==> config.mk <==
export PLATFORM = sky130hd
export DESIGN_NAME = gpio_ovr_port
export DESIGN_NICKNAME = d
export VERILOG_FILES = /design/src/rtl/gpio_ovr_pkg.sv /design/src/rtl/gpio_port_regs.sv /design/src/rtl/gpio_in_sync.sv /design/src/rtl/gpio_pin_mux.sv /design/src/rtl/gpio_ovr_port.sv
export SDC_FILE = /design/constraint.sdc
export NUM_CORES = 1
export LEC_CHECK = 0
export BUFFER_PORTS_ARGS = -buffer_cell sky130_fd_sc_hd__buf_2
export CAP_MARGIN = 20
export CORE_MARGIN = 1.5
export CORE_UTILIZATION = 44
export DETAILED_ROUTE_END_ITERATION = 8
export HOLD_SLACK_MARGIN = 0.1
export PLACE_DENSITY = 0.86
export REMOVE_ABC_BUFFERS = 1
export SETUP_SLACK_MARGIN = 0.02
export SLEW_MARGIN = 20
export SYNTH_ARGS = -nofsm -noshare
export SYNTH_HDL_FRONTEND = slang
export SYNTH_SLANG_ARGS = --single-unit
==> constraint.sdc <==
create_clock -name clk -period 1.65 [get_ports clk]
set_input_delay 0.165 -clock clk [delete_from_list [all_inputs] [get_ports clk]]
set_output_delay 0.165 -clock clk [all_outputs]
set_load 0.01 [all_outputs]
==> src/rtl/gpio_ovr_pkg.sv <==
`timescale 1ns/1ps
package gpio_ovr_pkg;
    typedef enum logic [1:0] {
        WSEL_OUT  = 2'd0,
        WSEL_DIR  = 2'd1,
        WSEL_TOG  = 2'd2,
        WSEL_NONE = 2'd3
    } wsel_e;
endpackage

==> src/rtl/gpio_port_regs.sv <==
`timescale 1ns/1ps
module gpio_port_regs
    import gpio_ovr_pkg::*;
#(
    parameter int W = 8
) (
    input  logic         clk,
    input  logic         rst_n,
    input  logic         wr_en,
    input  wsel_e        wr_sel,
    input  logic [W-1:0] wr_data,
    output logic [W-1:0] port_q,
    output logic [W-1:0] dir_q
);
    logic [W-1:0] port_nxt;
    logic [W-1:0] dir_nxt;

    always_comb begin
        port_nxt = port_q;
        dir_nxt  = dir_q;
        if (wr_en) begin
            unique case (wr_sel)
                WSEL_OUT:  port_nxt = wr_data;
                WSEL_DIR:  dir_nxt  = wr_data;
                WSEL_TOG:  port_nxt = port_q ^ wr_data;
                WSEL_NONE: ;
            endcase
        end
    end

    always_ff @(posedge clk or negedge rst_n) begin
        if (!rst_n) begin
            port_q <= '0;
            dir_q  <= '0;
        end else begin
            port_q <= port_nxt;
            dir_q  <= dir_nxt;
        end
    end
endmodule

==> src/rtl/gpio_in_sync.sv <==
`timescale 1ns/1ps
module gpio_in_sync #(
    parameter int W      = 8,
    parameter int STAGES = 2
) (
    input  logic         clk,
    input  logic         rst_n,
    input  logic [W-1:0] d,
    output logic [W-1:0] q
);
    logic [W-1:0] stage [STAGES];

    for (genvar s = 0; s < STAGES; s++) begin : g_stage
        always_ff @(posedge clk or negedge rst_n) begin
            if (!rst_n) begin
                stage[s] <= '0;
            end else begin
                stage[s] <= (s == 0) ? d : stage[(s == 0) ? 0 : s - 1];
            end
        end
    end

    assign q = stage[STAGES-1];
endmodule

==> src/rtl/gpio_pin_mux.sv <==
`timescale 1ns/1ps
module gpio_pin_mux (
    input  logic dir_bit,
    input  logic port_bit,
    input  logic pu_off,
    input  logic pu_en,
    input  logic pu_val,
    input  logic dir_en,
    input  logic dir_val,
    input  logic out_en,
    input  logic out_val,
    input  logic die_en,
    input  logic die_val,
    output logic oe,
    output logic out,
    output logic pu,
    output logic ie
);
    logic pu_reg_path;

    always_comb begin
        oe          = dir_en ? dir_val : dir_bit;
        out         = out_en ? out_val : port_bit;
        pu_reg_path = !oe && port_bit && !pu_off;
        pu          = pu_en ? pu_val : pu_reg_path;
        ie          = die_en ? die_val : 1'b1;
    end
endmodule

==> src/rtl/gpio_ovr_port.sv <==
`timescale 1ns/1ps
module gpio_ovr_port
    import gpio_ovr_pkg::*;
#(
    parameter int W        = 8,
    parameter int SYNC_LEN = 2
) (
    input  logic         clk,
    input  logic         rst_n,
    input  logic         wr_en,
    input  logic [1:0]   wr_sel,
    input  logic [W-1:0] wr_data,
    input  logic         pu_disable,
    input  logic [W-1:0] ovr_pu_en,
    input  logic [W-1:0] ovr_pu_val,
    input  logic [W-1:0] ovr_dir_en,
    input  logic [W-1:0] ovr_dir_val,
    input  logic [W-1:0] ovr_out_en,
    input  logic [W-1:0] ovr_out_val,
    input  logic [W-1:0] ovr_die_en,
    input  logic [W-1:0] ovr_die_val,
    input  logic [W-1:0] pad_in,
    output logic [W-1:0] port_q,
    output logic [W-1:0] dir_q,
    output logic [W-1:0] pin_q,
    output logic [W-1:0] alt_in,
    output logic [W-1:0] pad_oe,
    output logic [W-1:0] pad_out,
    output logic [W-1:0] pad_pu,
    output logic [W-1:0] pad_ie
);
    wsel_e        sel_e;
    logic [W-1:0] gated_in;

    assign sel_e = wsel_e'(wr_sel);

    gpio_port_regs #(.W(W)) u_regs (
        .clk     (clk),
        .rst_n   (rst_n),
        .wr_en   (wr_en),
        .wr_sel  (sel_e),
        .wr_data (wr_data),
        .port_q  (port_q),
        .dir_q   (dir_q)
    );

    for (genvar i = 0; i < W; i++) begin : g_pin
        gpio_pin_mux u_mux (
            .dir_bit  (dir_q[i]),
            .port_bit (port_q[i]),
            .pu_off   (pu_disable),
            .pu_en    (ovr_pu_en[i]),
            .pu_val   (ovr_pu_val[i]),
            .dir_en   (ovr_dir_en[i]),
            .dir_val  (ovr_dir_val[i]),
            .out_en   (ovr_out_en[i]),
            .out_val  (ovr_out_val[i]),
            .die_en   (ovr_die_en[i]),
            .die_val  (ovr_die_val[i]),
            .oe       (pad_oe[i]),
            .out      (pad_out[i]),
            .pu       (pad_pu[i]),
            .ie       (pad_ie[i])
        );
    end

    assign gated_in = pad_in & pad_ie;
    assign alt_in   = pad_in;

    gpio_in_sync #(.W(W), .STAGES(SYNC_LEN)) u_sync (
        .clk   (clk),
        .rst_n (rst_n),
        .d     (gated_in),
        .q     (pin_q)
    );
endmodule

=== After elaboration in Yosys (flattened, before gate mapping) ===
Index checks and enable logic that the tools add are counted.

* Bits in registers: 32
* Input bits: 86
* Output and inout port bits: 64
* Word-level logic and storage cells: 70

* Eq/ne operators: 2
* Multiplexer cells: 33
* Bitwise logic cells: 2
* Reduce and logical (&&, ||, !) cells: 29

{| class="wikitable"
|+ Operators with widths
! cell !! count
|-
| two-way mux 1 bit || 32
|-
| logical AND 1 bit || 16
|-
| case mux 8 bit (2 select lines) || 1
|-
| logical NOT 1 bit || 9
|-
| bitwise AND 8 bit || 1
|-
| XOR 8 bit || 1
|-
| AND reduction 2 bit || 2
|-
| == test 2 x 1 -> 1 bit, second input constant || 1
|-
| == test 2 bit, second input constant || 1
|-
| logical NOT 2 bit || 1
|-
| nonzero test 2 bit || 1
|}

=== Depth between registers and ports, before layout ===
Gate-level depths: netlist (run 1).

* Depth in word-level cells: 5
* Depth in mapped cells: 4
* Gate-level depth less buffers: 3

=== By module ===
A second synthesis (run 1) with hierarchy kept.

* Cell total of the unflattened synthesis: 158
* Area, all modules: 1731.7 µm²

{| class="wikitable"
|+ By module, submodules not included
! module !! times used !! cells an instance !! area an instance (µm²) !! sequential area each (µm²)
|-
| gpio_port_regs || 1 || 62 || 730.7 || 400.4
|-
| gpio_in_sync || 1 || 24 || 460.4 || 400.4
|-
| gpio_pin_mux || 8 || 7 || 53.8 || 0.0
|-
| gpio_ovr_port || 1 || 16 || 110.1 || 0.0
|}

=== Least setup slack after synthesis (run 1) ===
No wires, ideal clock.

* Path type: flip-flop to output port
* From: register u_regs.dir_q[0]
* To: output pad_pu[0]
* Arrival: 1.016 ns
* Data required time: 1.485 ns
* Path slack: 0.469 ns
* Stages on the path, launching flop included: 4
* Path buffers: 1
* Cells stage by stage: dfrtp_1 -> mux2_2 -> o41ai_1 -> buf_4

* Word-level cells in the longest chain between the ends: 5

{| class="wikitable"
|+ RTL lines
! what !! RTL line !! RTL
|-
| start: declaration || gpio_port_regs.sv:13 || <nowiki>output logic [W-1:0] dir_q</nowiki>
|-
| start signal: assignment || gpio_port_regs.sv:37 || <nowiki>dir_q <= dir_nxt;</nowiki>
|-
| two-way mux 1 bit || gpio_pin_mux.sv:22 || <nowiki>oe = dir_en ? dir_val : dir_bit;</nowiki>
|-
| named net g_pin[0].u_mux.oe || gpio_pin_mux.sv:14 || <nowiki>output logic oe,</nowiki>
|-
| logical NOT 1 bit || gpio_pin_mux.sv:24 || <nowiki>pu_reg_path = !oe && port_bit && !pu_off;</nowiki>
|-
| logical AND 1 bit (2 in series) || gpio_pin_mux.sv:24 ||
|-
| two-way mux 1 bit || gpio_pin_mux.sv:25 || <nowiki>pu = pu_en ? pu_val : pu_reg_path;</nowiki>
|-
| end: declaration || gpio_ovr_port.sv:29 || <nowiki>output logic [W-1:0] pad_pu,</nowiki>
|}

The timed path passes the listed nets, and every way through them passes these cells.

=== Worst setup path after layout (run 1) ===
* From: register u_regs.dir_q[6]
* To: output pad_pu[6]

* Word-level cells in the longest chain between the ends: 5

{| class="wikitable"
|+ RTL lines
! what !! RTL line
|-
| two-way mux 1 bit || gpio_pin_mux.sv:22
|-
| logical NOT 1 bit || gpio_pin_mux.sv:24
|-
| logical AND 1 bit (2 in series) || gpio_pin_mux.sv:24
|-
| two-way mux 1 bit || gpio_pin_mux.sv:25
|}

No other way between the ends.

==> results by group, run 1 <==
Timing
  • Post-layout min period: approximately 1.5 ns
  • Final setup fails: 0
  • Worst-Margin Slew: around 0.70 ns
  • Rel. slew slack: about 53%
  • Hold Fails Final Rpt: 0
  • Worst Clk Skew: ~0.00063 ns
  • Tcrit/Tclk final: 92.42%
  • RSZ-0062 raised after global routing: false
  • Max Clk Rate: between 600 and 700 MHz
  • Total Neg Setup Slack: 0 ns
  • Final worst slack: 0.1250 ns
  • Max-slew violation count: 0

Synth
  • Cell count after synthesis: about 210
  • Seq/Total Area, Yosys: between 30% and 40%
  • Avg Cell Area, Syn: approximately 9.8 sq um
  • Cell taking the most area after synthesis: dfrtp_1
  • Post-synth top cells: 64 x buf_4, 32 x dfrtp_1, 18 x nand2_1
  • Synth area leaders: dfrtp_1 40%, buf_4 24%, mux2_2 8.9%
  • Synth top area share: between 30% and 40%
  • Ys flop type: dfrtp_1
  • Synthesized area: 0.002019 sq mm
  • Post-synth ARST share: 100.0%
  • Warnings from Yosys: 0
  • Dominant cell by count in the synthesized netlist: buf_4
  • Post-synthesis cell type count: 21
  • Post-synth EDFFs: 0
  • #FFs+latches synth: 32

Clock network
  • Clock Sinks: 32
  • CTS root buf: clkbuf_8
  • Clock-pin slew on the worst setup and hold paths: about 0.060 ns
  • Post-cts resize count: 0
  • Buffer depth of the longest clock path: 2
  • Clock insertion delay at the later pin of the skew report: 0.27 ns
  • Num CTS Buffers: 5
  • CTS tree: done
  • H-tree depth: 2
  • Setup Buffers After CTS: 0

Floorplanning
  • Die width: 70.75 um
  • Initial core utilization: between 40% and 50%
  • Core Region: 0.004384 sq mm
  • Die area: 0.005005 sq mm
  • Core Rows: 24
  • Die height: 70.75 um
  • Io pins: 150

Critical path
  • Reg2Reg Depth: 3
  • Reg-to-Reg Start: u_regs.port_q[0]
  • Worst-path fanout max: 3
  • R2R Path End: u_regs.port_q[0]
  • Class of the most critical setup path: register to primary output
  • R2r setup slk: ~0.85 ns
  • CP Capture Type: primary output
  • CP required: 1.48 ns
  • Worst Setup Start Kind: register
  • Critical path arrival: 1.36 ns

Layout
  • Post-Layout Cell Count: 354
  • # diodes: 0
  • Area delta synth->final: 23.11%
  • Core Util, Final: between 50% and 60%
  • Layout cells sized above 1: about three fifths
  • Nets: 388

Global routing
  • Largest net degree at the start of global routing: 33
  • Tot GR Track Use: 17.10%
  • Number of global-route vias before repair: 1574
  • GR Overflow Total: 0
  • First-pass GRT wire length: 6727 um
  • Initial antenna violation count: 0

Power
  • Power Density: ~900 mW/mm^2
  • Peak VDD IR: 0.4574 mV
  • Leakage: around 1.3 nW
  • Pwr Total: 2.231 mW

Placed design
  • Routability cong.: a little under 0.7
  • # port buffers: 149
  • Pre-CTS setup slack: 0.4103 ns
  • Post-DP HPWL: between 3000 and 4000 um
  • Placed Instances: 341

Detailed routing
  • DR DRC count: 0
  • Post-route ant nets: 0
  • Vias: 1691
  • DR pass1 iterations: 4
  • Routed wire length: 4299 um
  • Vias per cell: around 4.8
  • DR WL/cell: 12.14 um
  • Drt initial violations: 63

Min path
  • Worst Hold End: u_sync.stage[9]
  • Hold path start: pad_in[1]
  • Number of instances on the worst hold path: 2
  • Min-delay worst type: input port to register

Job
  • Max_cap viols: 0

Status
  • Status: completed
[where the power goes]
group	leakage [nW]	total, mW	internal [mW]	switching (mW)
Clock	0.0503	0.633	0.371	0.262
Combinational	0.913	0.648	0.316	0.332
Sequential	0.384	0.950	0.885	0.0658
Total	1.35	2.23	1.57	0.660
[cells by family after synthesis]
group	synth area share (%)
compound gates	12.64
buf+inv	26.46
mux	8.922
simple gates	12.33
flops	39.65
[through the flow]
stage	area (sq um)	hold slack, ns
2_1_floorplan	1519	-0.1306
3_3_place_gp	2330	0.2572
3_5_place_dp	2330	0.2557
4_1_cts	2486	0.1026
5_1_grt	2486	0.1030
6_report	2486	0.1098
[layout make-up]
type                    count  area, sq um
flip-flops and latches     32        800.8
fillers                   380         1898
well taps                  52        65.06
repair buffers            155        805.8
multi-input cells          99        684.4
clock buffers               7        96.34
inverters                   9        33.78
[layer usage]
| metal | up-vias | track usage, % | wire, um |
|---|---|---|---|
| met5 | - | 0 | 0 |
| met4 | 0 | 5.870 | 71 |
| met3 | 8 | 6.125 | 436 |
| met2 | 105 | 33.75 | 2309 |
| met1 | 755 | 15.93 | 1483 |
| li1 | 823 | - | - |
[layout by cell type (no fill, tap or decap)]
master	netlist	routed
dfrtp_1	32	32
o41ai_2	4	4
or2b_1	1	1
o21ai_0	16	16
nor2b_1	2	2
a21oi_1	12	12
inv_2	1	1
nand2_1	18	18
nand3_1	6	6
nand2b_1	8	8
mux2_2	16	16
inv_1	8	8
and2_1	8	8
nor2b_4	1	1
o211ai_1	2	2
buf_2	1	149
o41ai_1	4	4
dlygate4sd3_1	0	6
clkbuf_8	0	7
nand3_4	1	1
[worst max-delay path, cell delays in order, from the launching register on]
cell     delay, ns
dfrtp_1       0.40
mux2_2        0.29
o41ai_1       0.22
buf_2         0.18
[worst max path at each step]
stage               startpoint         to  slack, ns
3_3_place_gp   u_regs.dir_q[5]  pad_pu[5]       0.46
6_report       u_regs.dir_q[6]  pad_pu[6]       0.13
5_1_grt        u_regs.dir_q[5]  pad_pu[5]       0.02
4_1_cts        u_regs.dir_q[7]  pad_pu[7]        0.1
3_5_place_dp   u_regs.dir_q[7]  pad_pu[7]       0.41
2_1_floorplan  u_regs.dir_q[0]  pad_pu[0]       0.33
[flip-flops by register name (all words and copies together), names as in the netlist]
name and count:
u_regs.port_q 8, u_sync.stage 8, u_regs.dir_q 8, u_sync.q 8
[timing repair]
item / CTS / global route
setup endpoints to repair: 0 / 0
hold endpoints to repair: 37 / 0
hold buffers: 6 / 0
(Power assumes the default switching activity.)
==> run 2: changes to the inputs <==
- clock period: 1.65 -> 1.85 ns (I/O delays scaled with it)
==> run 2 against run 1 <==
Count of clock-buffer cells in the layout is the same. Combinational power shrank 13%. First-iteration DRC count shrank 27%. Highest routed layer unchanged.
==> results by group, run 2 (synthesis gave the netlist of run 1 again) <==
Timing
  • Max-slew violation count: 0 (unchanged)
  • Total Neg Setup Slack: 0 ns (unchanged)
  • Rel. slew slack: 53.97% (+0.67 points)
  • RSZ-0062 raised after global routing: false
  • Hold Fails Final Rpt: 0 (unchanged)
  • Post-layout min period: 1.572 ns
  • Final setup fails: 0 (unchanged)
  • Worst-Margin Slew: 0.6905 ns (-0.01003 ns)
  • Worst Clk Skew: 0.0004994 ns (-0.0001353 ns)
  • Tcrit/Tclk final: 84.96%
  • Max Clk Rate: 636.2 MHz

Detailed routing
  • Vias: 1698 (+0.41%)
  • DR pass1 iterations: 4 (unchanged)
  • Drt initial violations: 46 (-27%)
  • DR WL/cell: 11.96 um (-1.5%)
  • Vias per cell: 4.865 (+1.9%)
  • Routed wire length: 4173 um (-2.9%)
  • Post-route ant nets: 0 (unchanged)
  • DR DRC count: 0 (unchanged)

Placed design
  • Post-DP HPWL: 3397 um (-0.32%)
  • Routability cong.: 0.7088 (+2.4%)
  • # port buffers: 149 (unchanged)
  • DP Area: 0.002330 sq mm (unchanged)

Critical path
  • Class of the most critical setup path: register to primary output
  • R2R Path End: u_regs.port_q[1]
  • CP Capture Type: primary output
  • Worst Setup Start Kind: register
  • Worst-path fanout max: 3 (unchanged)
  • Crit-path slowest cell: dfrtp_1
  • Reg-to-Reg Start: u_regs.port_q[1]
  • Critical path arrival: 1.39 ns (+0.03 ns)
  • R2r setup slk: 1.03 ns (+0.18 ns)
  • CP required: 1.66 ns (+0.18 ns)
  • Critical Path, Cell by Cell: mux2_2 -> o41ai_1 -> buf_2
  • Reg2Reg Depth: 3 (unchanged)
  • Critical path's largest stage delay: 0.39 ns (about the same)

Floorplanning
  • Die width: 70.75 um (unchanged)
  • Core Region: 0.004384 sq mm (unchanged)
  • Initial core utilization: 46.06% (unchanged)
  • Die height: 70.75 um (unchanged)
  • Core Rows: 24 (unchanged)
  • Io pins: 150 (unchanged)
  • Die area: 0.005005 sq mm (unchanged)

Global routing
  • Tot GR Track Use: 16.44% (-0.66 points)
  • Initial antenna violation count: 0 (unchanged)
  • First-pass GRT wire length: 6513 um (-3.2%)
  • Number of global-route vias before repair: 1568 (-0.38%)
  • GR Overflow Total: 0 (unchanged)
  • Largest net degree at the start of global routing: 33 (unchanged)

Min path
  • Hold path start: pad_in[2]
  • Min-delay worst type: input port to register
  • Worst Hold End: u_sync.stage[10]
  • Number of instances on the worst hold path: 2 (unchanged)

Layout
  • Finished Cell Area: 0.002436 sq mm (-2.0%)
  • Layout cells sized above 1: 60.27% (+1.0 points)
  • Commonest cells after routing, fill and taps aside: 149 x buf_2, 32 x dfrtp_1, 18 x nand2_1
  • Nets: 383 (-1.3%)
  • Commonest non-fill, non-tap cell in the layout: buf_2
  • # diodes: 0 (unchanged)
  • Area delta synth->final: 20.63%
  • Core Util, Final: 55.57% (-1.1 points)

Clock network
  • CTS root buf: clkbuf_8
  • Clock Sinks: 32 (unchanged)
  • Buffer depth of the longest clock path: 2 (unchanged)
  • CTS tree: done
  • H-tree depth: 2 (unchanged)
  • Clock insertion delay at the later pin of the skew report: 0.27 ns (about the same)
  • Num CTS Buffers: 5 (unchanged)
  • Clock-pin slew on the worst setup and hold paths: 0.06 ns (about the same)

Power
  • Leakage: 1.327 nW (-1.5%)
  • Pwr Total: 1.975 mW (-11%)
  • Peak VDD IR: 0.4982 mV (+8.9%)
  • Power Density: 810.6 mW/mm^2 (-9.7%)

Job
  • Max_cap viols: 0 (unchanged)

Status
  • Status: completed
## run 2: cell types whose count changed in the layout (fill, tap and decap cells not counted), sizes merged
cell	before	now
dlygate4sd3	6	1
## run 2: layout make-up
| class | instances | area (sq um) |
|---|---|---|
| well taps | 52 | 65.06 |
| fillers | 376 | 1948 |
| flip-flops and latches | 32 | 800.8 |
| clock buffers | 7 | 96.34 |
| multi-input cells | 99 | 684.4 |
| inverters | 9 | 33.78 |
| repair buffers | 150 | 755.7 |
## run 2: worst max-delay path by stage
stage,to,from,cells after the start,slack (ns)
floorplan,pad_pu[0],u_regs.dir_q[0],2,0.51
global placement,pad_pu[7],u_regs.dir_q[7],3,0.64
detailed placement,pad_pu[6],u_regs.dir_q[6],3,0.58
CTS,pad_pu[6],u_regs.dir_q[6],3,0.27
global route,pad_pu[0],u_regs.dir_q[0],3,0.22
finish,pad_pu[6],u_regs.dir_q[6],3,0.28
## run 2: routing by layer
metal	routed length (um)	vias to the layer above	global-route usage (%)
met5	0	-	0
met4	62	0	6.289
met3	399	7	4.274
met2	2296	101	33.44
met1	1414	775	15.19
li1	-	815	-
## run 2: repair_timing
item / 4_1_cts / 5_1_grt
buffers inserted: 0 / 0
hold buffers: 1 / 0
gates resized for setup: 0 / 0
hold endpoints to repair: 32 / 0
## run 2: where the power goes
group,leakage [nW],internal [mW],total (mW),switching [mW]
clock network,0.0503,0.331,0.557,0.226
logic,0.893,0.275,0.566,0.291
registers,0.384,0.789,0.852,0.0628
total,1.33,1.39,1.97,0.580
## run 2: worst max-delay path, delay by kind of cell, from the launching register on
family	cells	cell delay, ns
flip-flops	1	0.39
multiplexers	1	0.29
buffers and inverters	1	0.19
AO/OA/AOI/OAI	1	0.25
## run 2: stage by stage
| step | std cells | hold WS [ns] | setup slack, ns |
|---|---|---|---|
| 4_1_cts | 349 | 0.1160 | 0.2683 |
| 2_1_floorplan | 140 | -0.1106 | 0.5090 |
| 5_1_grt | 349 | 0.1176 | 0.2197 |
| 3_5_place_dp | 341 | 0.2765 | 0.5812 |
| 3_3_place_gp | 341 | 0.2750 | 0.6444 |
| 6_report | 349 | 0.1262 | 0.2782 |
